File: config.mk
export PLATFORM = sky130hd
export DESIGN_NAME = split_decade_ctr
export DESIGN_NICKNAME = d
export VERILOG_FILES = /design/src/rtl/split_decade_pkg.sv /design/src/rtl/strobe_fall_det.sv /design/src/rtl/div2_stage.sv /design/src/rtl/div5_stage.sv /design/src/rtl/split_decade_ctr.sv
export SDC_FILE = /design/constraint.sdc
export NUM_CORES = 1
export LEC_CHECK = 0
export ABC_CLOCK_PERIOD_IN_PS = 2700
export BUFFER_PORTS_ARGS = -buffer_cell sky130_fd_sc_hd__buf_4
export CAP_MARGIN = 20
export CORE_AREA = 2 2 39 41
export CTS_CLUSTER_DIAMETER = 60
export DETAILED_ROUTE_END_ITERATION = 7
export DIE_AREA = 0 0 41 43
export GPL_ROUTABILITY_DRIVEN = 0
export HOLD_SLACK_MARGIN = 0.05
export SETUP_SLACK_MARGIN = 0.3
export SKIP_LAST_GASP = 1
export SLEW_MARGIN = 40
export SYNTH_ARGS = -nofsm -noshare
export SYNTH_HDL_FRONTEND = slang
export SYNTH_SLANG_ARGS = --single-unit
File: constraint.sdc
create_clock -name clk -period 2.7 [get_ports clk]
set_input_delay 0.405 -clock clk [delete_from_list [all_inputs] [get_ports clk]]
set_output_delay 0.405 -clock clk [all_outputs]
set_load 0.05 [all_outputs]
File: src/rtl/split_decade_pkg.sv
package split_decade_pkg;
   typedef enum logic {
      CHAIN_BCD = 1'b0,
      CHAIN_BIQ = 1'b1
   } chain_e;

   localparam int unsigned CNT_W = 4;
   localparam int unsigned QUIN_W = CNT_W - 1;
   localparam logic [CNT_W-1:0] PRESET_NINE = 4'b1001;
   localparam logic [CNT_W-1:0] PRESET_ZERO = '0;
   localparam logic [QUIN_W-1:0] QUIN_LAST = 3'b100;
endpackage

File: src/rtl/strobe_fall_det.sv
module strobe_fall_det #(
   parameter int STAGES = 2
) (
   input  logic clk,
   input  logic rst_n,
   input  logic strobe,
   output logic fall
);
   logic [STAGES-1:0] sync_q;
   logic              last_q;

   generate
      if (STAGES < 1 || STAGES > 4) begin : g_bad_depth
         $error("strobe_fall_det: STAGES must lie in 1..4");
      end
      if (STAGES == 1) begin : g_single
         always_ff @(posedge clk or negedge rst_n) begin
            if (!rst_n) sync_q <= '0;
            else        sync_q <= strobe;
         end
      end else begin : g_chain
         always_ff @(posedge clk or negedge rst_n) begin
            if (!rst_n) sync_q <= '0;
            else        sync_q <= {sync_q[STAGES-2:0], strobe};
         end
      end
   endgenerate

   always_ff @(posedge clk or negedge rst_n) begin
      if (!rst_n) last_q <= 1'b0;
      else        last_q <= sync_q[STAGES-1];
   end

   assign fall = last_q & ~sync_q[STAGES-1];

   AST_FALL_ONE_CYCLE: assert property (@(posedge clk) disable iff (!rst_n)
      fall |=> !fall);
endmodule

File: src/rtl/div2_stage.sv
module div2_stage (
   input  logic clk,
   input  logic rst_n,
   input  logic adv,
   input  logic load_en,
   input  logic load_val,
   output logic q
);
   always_ff @(posedge clk or negedge rst_n) begin
      if (!rst_n)       q <= 1'b0;
      else if (load_en) q <= load_val;
      else if (adv)     q <= ~q;
   end

   AST_DIV2_TOGGLE: assert property (@(posedge clk) disable iff (!rst_n)
      (adv && !load_en) |=> (q != $past(q)));
   AST_DIV2_HOLD: assert property (@(posedge clk) disable iff (!rst_n)
      (!adv && !load_en) |=> $stable(q));
endmodule

File: src/rtl/div5_stage.sv
module div5_stage
   import split_decade_pkg::*;
(
   input  logic              clk,
   input  logic              rst_n,
   input  logic              adv,
   input  logic              load_en,
   input  logic [QUIN_W-1:0] load_val,
   output logic [QUIN_W-1:0] q
);
   function automatic logic [QUIN_W-1:0] step(input logic [QUIN_W-1:0] cur);
      logic [QUIN_W-1:0] nxt;
      if (cur == QUIN_LAST || cur == 3'b111) nxt = '0;
      else if (cur[QUIN_W-1])                nxt = 3'b010;
      else                                   nxt = cur + 3'd1;
      return nxt;
   endfunction

   always_ff @(posedge clk or negedge rst_n) begin
      if (!rst_n)       q <= '0;
      else if (load_en) q <= load_val;
      else if (adv)     q <= step(q);
   end

   AST_QUIN_LEGAL: assert property (@(posedge clk) disable iff (!rst_n)
      q <= QUIN_LAST);
   AST_QUIN_WRAP: assert property (@(posedge clk) disable iff (!rst_n)
      (adv && !load_en && q == QUIN_LAST) |=> (q == '0));
   AST_QUIN_HOLD: assert property (@(posedge clk) disable iff (!rst_n)
      (!adv && !load_en) |=> $stable(q));
endmodule

File: src/rtl/split_decade_ctr.sv
module split_decade_ctr
   import split_decade_pkg::*;
#(
   parameter int SYNC_STAGES = 2
) (
   input  logic             clk,
   input  logic             rst_n,
   input  logic             strobe_a,
   input  logic             strobe_b,
   input  logic             chain_mode,
   input  logic             zero_en0,
   input  logic             zero_en1,
   input  logic             nine_en0,
   input  logic             nine_en1,
   output logic [CNT_W-1:0] q_out
);
   logic              fall_a, fall_b;
   logic              nine_hit, zero_hit, load_en;
   logic [CNT_W-1:0]  load_val;
   logic              qa;
   logic [QUIN_W-1:0] qdcb;
   logic              carry_a, carry_b, adv_a, adv_b;
   chain_e            mode;

   strobe_fall_det #(.STAGES(SYNC_STAGES)) i_det_a (
      .clk(clk), .rst_n(rst_n), .strobe(strobe_a), .fall(fall_a));
   strobe_fall_det #(.STAGES(SYNC_STAGES)) i_det_b (
      .clk(clk), .rst_n(rst_n), .strobe(strobe_b), .fall(fall_b));

   assign nine_hit = nine_en0 & nine_en1;
   assign zero_hit = zero_en0 & zero_en1 & ~nine_hit;
   assign load_en  = nine_hit | zero_hit;
   assign load_val = nine_hit ? PRESET_NINE : PRESET_ZERO;

   assign mode    = chain_e'(chain_mode);
   assign carry_a = fall_a & qa;
   assign carry_b = fall_b & (qdcb == QUIN_LAST);
   assign adv_a   = (mode == CHAIN_BIQ) ? carry_b : fall_a;
   assign adv_b   = (mode == CHAIN_BIQ) ? fall_b  : carry_a;

   div2_stage i_bin (
      .clk(clk), .rst_n(rst_n), .adv(adv_a), .load_en(load_en),
      .load_val(load_val[0]), .q(qa));

   div5_stage i_quin (
      .clk(clk), .rst_n(rst_n), .adv(adv_b), .load_en(load_en),
      .load_val(load_val[CNT_W-1:1]), .q(qdcb));

   assign q_out = {qdcb, qa};

   AST_NINE_LOAD: assert property (@(posedge clk) disable iff (!rst_n)
      (nine_en0 && nine_en1) |=> (q_out == 4'b1001));
   AST_NINE_OVER_ZERO: assert property (@(posedge clk) disable iff (!rst_n)
      (nine_en0 && nine_en1 && zero_en0 && zero_en1) |=> (q_out == 4'b1001));
   AST_ZERO_LOAD: assert property (@(posedge clk) disable iff (!rst_n)
      (zero_en0 && zero_en1 && !(nine_en0 && nine_en1)) |=> (q_out == 4'b0000));
   AST_BELOW_TEN: assert property (@(posedge clk) disable iff (!rst_n)
      q_out <= 4'd9);
   AST_BCD_IGNORE_B: assert property (@(posedge clk) disable iff (!rst_n)
      (!chain_mode && !fall_a && !load_en) |=> $stable(q_out));
   AST_BIQ_IGNORE_A: assert property (@(posedge clk) disable iff (!rst_n)
      (chain_mode && !fall_b && !load_en) |=> $stable(q_out));
endmodule

# --- Word level (Yosys, flattened, before mapping) ---
# Index checks and enable logic that the tools add are counted.
op_classes:
  addsub: 1
  eq_ne: 2
  n_mux: 9
  bitwise: 12
  reduce_logical: 3
ops:
  columns: ["cell", "n"]
  rows:
  - ["$mux 3", 4]
  - ["$and 1x1->1", 7]
  - ["$eq 3x3->1 const B", 2]
  - ["$mux 1", 4]
  - ["$mux 4", 1]
  - ["$not 1->1", 4]
  - ["$reduce_bool 2->1", 2]
  - ["$add 3x1->3 const B", 1]
  - ["$logic_or 1x1->1", 1]
  - ["$or 1x1->1", 1]
totals:
  reg_bits: 10
  in_bits: 9
  out_inout_bits: 4

# --- Depth between registers and ports, before layout ---
logic_depth:
  word_depth: 6
  ltp_mapped: 5

# --- Modules after synthesis ---
# Synthesis repeated with hierarchy kept, for this count alone.
unflattened:
  cells_unflattened: 39
  hier_area_um2: 460.4
by_module_without_submodules:
  columns: ["mod", "n_inst", "cells_per_inst", "area_each_um2"]
  rows:
  - ["div5_stage", 1, 19, 183.9]
  - ["strobe_fall_det", 2, 4, 88.8]
  - ["split_decade_ctr", 1, 8, 56.3]
  - ["div2_stage", 1, 4, 42.5]

# --- Worst setup path before layout ---
# OpenSTA, ideal clock, no wires.
synth_timing:
  path_kind: "register to register"
  start: "register i_quin.q[0]"
  end: "register i_bin.q"
  setup_time_ns: 0.131
  arrival_time_ns: 1.478
  required_time_ns: 2.569
  setup_slack_ns: 1.091
  stages_incl_launch_ff: 6
  period_less_slack_ns: 1.609
  cell_sequence: "dfrtp_1 > inv_1 > ha_1 > nand2_1 > o2111a_1 > or3_1"
synth_between:
  elab_chain_cells: 4
synth_lines:
  columns: ["item", "line", "rtl"]
  rows:
  - ["start, declared", "div5_stage.sv:9", "output logic [QUIN_W-1:0] q"]
  - ["start signal, assigned", "div5_stage.sv:21", "else if (load_en) q <= load_val;"]
  - ["start signal, assigned", "div5_stage.sv:22", "else if (adv) q <= step(q);"]
  - ["$eq 3x3->1", "split_decade_ctr.sv:37", "assign carry_b = fall_b & (qdcb == QUIN_LAST);"]
  - ["$and 1x1->1", "split_decade_ctr.sv:37", null]
  - ["$mux 1", "split_decade_ctr.sv:38", "assign adv_a = (mode == CHAIN_BIQ) ? carry_b : fall_a;"]
  - ["$reduce_bool 2->1 (no source line)", null, null]
  - ["end signal, assigned", "div2_stage.sv:11", "else if (load_en) q <= load_val;"]
  - ["end signal, assigned", "div2_stage.sv:12", "else if (adv) q <= ~q;"]
  - ["end, declared", "div2_stage.sv:7", "output logic q"]
# Every way passes these cells.
# A chain may end at the register's enable or synchronous reset.

# --- Worst setup path in the final report ---
# Same ends and word-level chain as after synthesis.

==> results by group <==
Final layout
  – Antenna diode count: 0
  – Final Cell Area: 583 sq um
  – Commonest non-fill, non-tap cell in the layout: buf_4
  – Layout cells sized above 1: 33.3%
  – Layout area overhead: 30.2%
  – Most frequent cells in the layout: 12 x buf_4, 10 x dfrtp_1, 4 x nand2_1
  – Fillers: 127
  – Fin nets: 67

Power and ir drop
  – Power Density: 565 mW/mm^2
  – Pleak: 0.278 nW
  – Maximum vdd drop: 0.291 mV
  – Power after layout: 329 uW

Logic synthesis
  – Synthesis warning total: 0
  – Syn nets: 50
  – Synthesized netlist cell count: 39
  – Yosys cell types: 20
  – #FFs+latches synth: 10
  – Cell area after synthesis: 448 sq um
  – Seq/Total Area, Yosys: 55.9%
  – Syn Area/Cell: 11.5 sq um

Global routing
  – First-pass GRT wire length: 1.21 mm
  – Met3 GRT Util: 1.57%
  – Number of global-route vias before repair: 319
  – Grt total ovfl: 0
  – Largest net degree at the start of global routing: 11
  – Initial antenna violation count: 0
  – GR Util All Layers: 10.5%
  – Grt met1 use: 13.0%
  – GR Util met2: 14.7%
  – GRT Max-Usage Layer: met2

Clock tree
  – Clk slew on worst S/H paths: 0.06 ns
  – CTS tree: built
  – Clock Tree Buf Depth: 2
  – Clk Latency, worst-skew pair: 0.25 ns
  – TritonCTS Buffers: 3
  – Clock root cell: clkbuf_4
  – Post_cts resized: 0
  – H-Tree Depth: 1
  – # clock sinks: 10

Timing
  – Worst Clk Skew: 0.00260 ns
  – Peak Freq: 694 MHz
  – Setup_tns: 0 ns
  – WHS: 0.262 ns
  – Setup ws final: 1.26 ns
  – Normalized max-slew margin: 86.1%
  – Minimum clock period: 1.44 ns
  – Final setup fails: 0
  – Max Slew Vio Count: 0
  – Final period utilization: 53.4%
  – Final Hold Vio Count: 0
  – RSZ-0062 raised after global routing: no
  – Slew @ Worst Pin: 0.207 ns

Route
  – Vias per inst: 4.79
  – Total number of vias: 335
  – Remaining routing DRC violations: 0
  – Total iterations of the first detailed-routing run: 3
  – Initial DRC Count: 2
  – WL/cell: 10.7 um
  – Overall routed net length: 750 um
  – Post-DRT Antenna Nets: 0

Worst setup path
  – Max stage delay on crit path: 0.41 ns
  – CP max FO: 4
  – Worst path required time: 2.82 ns
  – Crit path capture type: register
  – CP Launch Type: register
  – Worst endpoint data arrival time: 1.56 ns
  – Critical path type: reg2reg
  – Critical-path cell list: inv_1, ha_1, nand2_1, o2111a_1, or3_1
  – Slowest cell on the critical path: dfrtp_1

Job
  – Max-Cap Viols: 0

Placed design
  – Placed Area: 551 sq um
  – DP Worst Slack: 1.16 ns
  – Port bufs: 12

Die
  – Core area: 0.00138 sq mm
  – Io pins: 13
  – Die area: 0.00176 sq mm
  – Die Ht: 43 um
  – Row cnt: 14
  – Initial Utilization: 32.4%
  – Die W: 41 um

Run status
  – Status: finished, final reports clean

Hold path
  – HP Class: in2reg
==> synthesized netlist by cell type (all sizes together) <==
cell / number / area, sq um
ha: 2 / 25.0
dfrtp: 10 / 250
nand2: 4 / 15.0
nand3: 3 / 15.0
o211ai: 1 / 7.51
o2111ai: 1 / 8.76
or3b: 1 / 8.76
or4bb: 1 / 12.5
nor3: 1 / 5.00
buf: 1 / 7.51
and4bb: 1 / 12.5
a21oi: 2 / 10.0
o21ai: 2 / 10.0
or3: 1 / 6.26
nand4: 1 / 6.26
inv: 3 / 11.3
and3b: 1 / 10.0
nand3b: 1 / 7.51
a21o: 1 / 7.51
o2111a: 1 / 11.3
==> worst max-delay path, delay by kind of cell (launching register included) <==
family | cells | cell delay (ns)
and+or+nand+nor | 2 | 0.44
DFF | 1 | 0.41
AOI/OAI and AO/OA | 1 | 0.23
adders and majority gates | 1 | 0.15
buffers and inverters | 1 | 0.09
==> logic make-up after synthesis <==
kind of cell             Yosys count  share of synthesized area, %
AO/OA/AOI/OAI                      8                          12.3
adder cells (fa/ha/maj)            2                          5.59
buffers and inverters              4                          4.19
flip-flops                        10                          55.9
AND/OR/NAND/NOR                   15                          22.1
==> registers in the layout, summed over array words and instances, names as in the netlist <==
register        count
i_det_b.sync_q      2
i_det_a.last_q      1
i_det_a.sync_q      2
i_bin.q             1
i_det_b.last_q      1
i_quin.q            3
==> routing by layer <==
| metal | routed length [um] | vias to the layer above |
|---|---|---|
| met5 | 0 | - |
| met4 | 12 | 0 |
| met1 | 340 | 149 |
| met2 | 348 | 9 |
| met3 | 48 | 2 |
| li1 | - | 175 |
==> through the flow <==
| step | util, % | instances |
|---|---|---|
| floorplan | - | 39 |
| global placement | 39.8 | 66 |
| detailed placement | 39.8 | 66 |
| CTS | 42.1 | 70 |
| global route | 42.1 | 70 |
| finish | 42.1 | 70 |
==> area by class of cell <==
type / instances / area (sq um) / area share (%)
flip-flops and latches: 10 / 250 / 42.9
multi-input cells: 25 / 179 / 30.7
repair buffers: 13 / 100 / 17.2
clock buffers: 3 / 22.5 / 3.86
well taps: 16 / 20.0 / 3.43
inverters: 3 / 11.3 / 1.93
==> where the power goes <==
| part | leakage [nW] | switching, mW | internal [mW] |
|---|---|---|---|
| sequential | 0.121 | 0.00903 | 0.161 |
| combinational | 0.143 | 0.0419 | 0.0284 |
| clock | 0.0138 | 0.0386 | 0.0507 |
| total | 0.278 | 0.0895 | 0.240 |
==> path summary, 6_finish.rpt <==
check / startpoint / to / slack, ns / cells after the start
setup / recovery: i_quin.q[0] / i_bin.q / 1.26 / 5
hold / removal: strobe_b / i_det_b.sync_q[0] / 0.26 / 1
setup reg to reg: i_quin.q[0] / i_bin.q / 1.26 / 5
hold reg to reg: i_det_b.sync_q[0] / i_det_b.sync_q[1] / 0.35 / 0
max in group asynchronous: rst_n / i_bin.q / 2.04 / 2
min in group asynchronous: rst_n / i_quin.q[2] / 0.52 / 2
==> repair_timing <==
action | CTS | global route
setup endpoints to repair | 0 | 0
hold buffers | 1 | 0
setup buffers | 0 | 0
hold endpoints to repair | 10 | 0
Note: power is estimated with default switching activity, not from simulation.
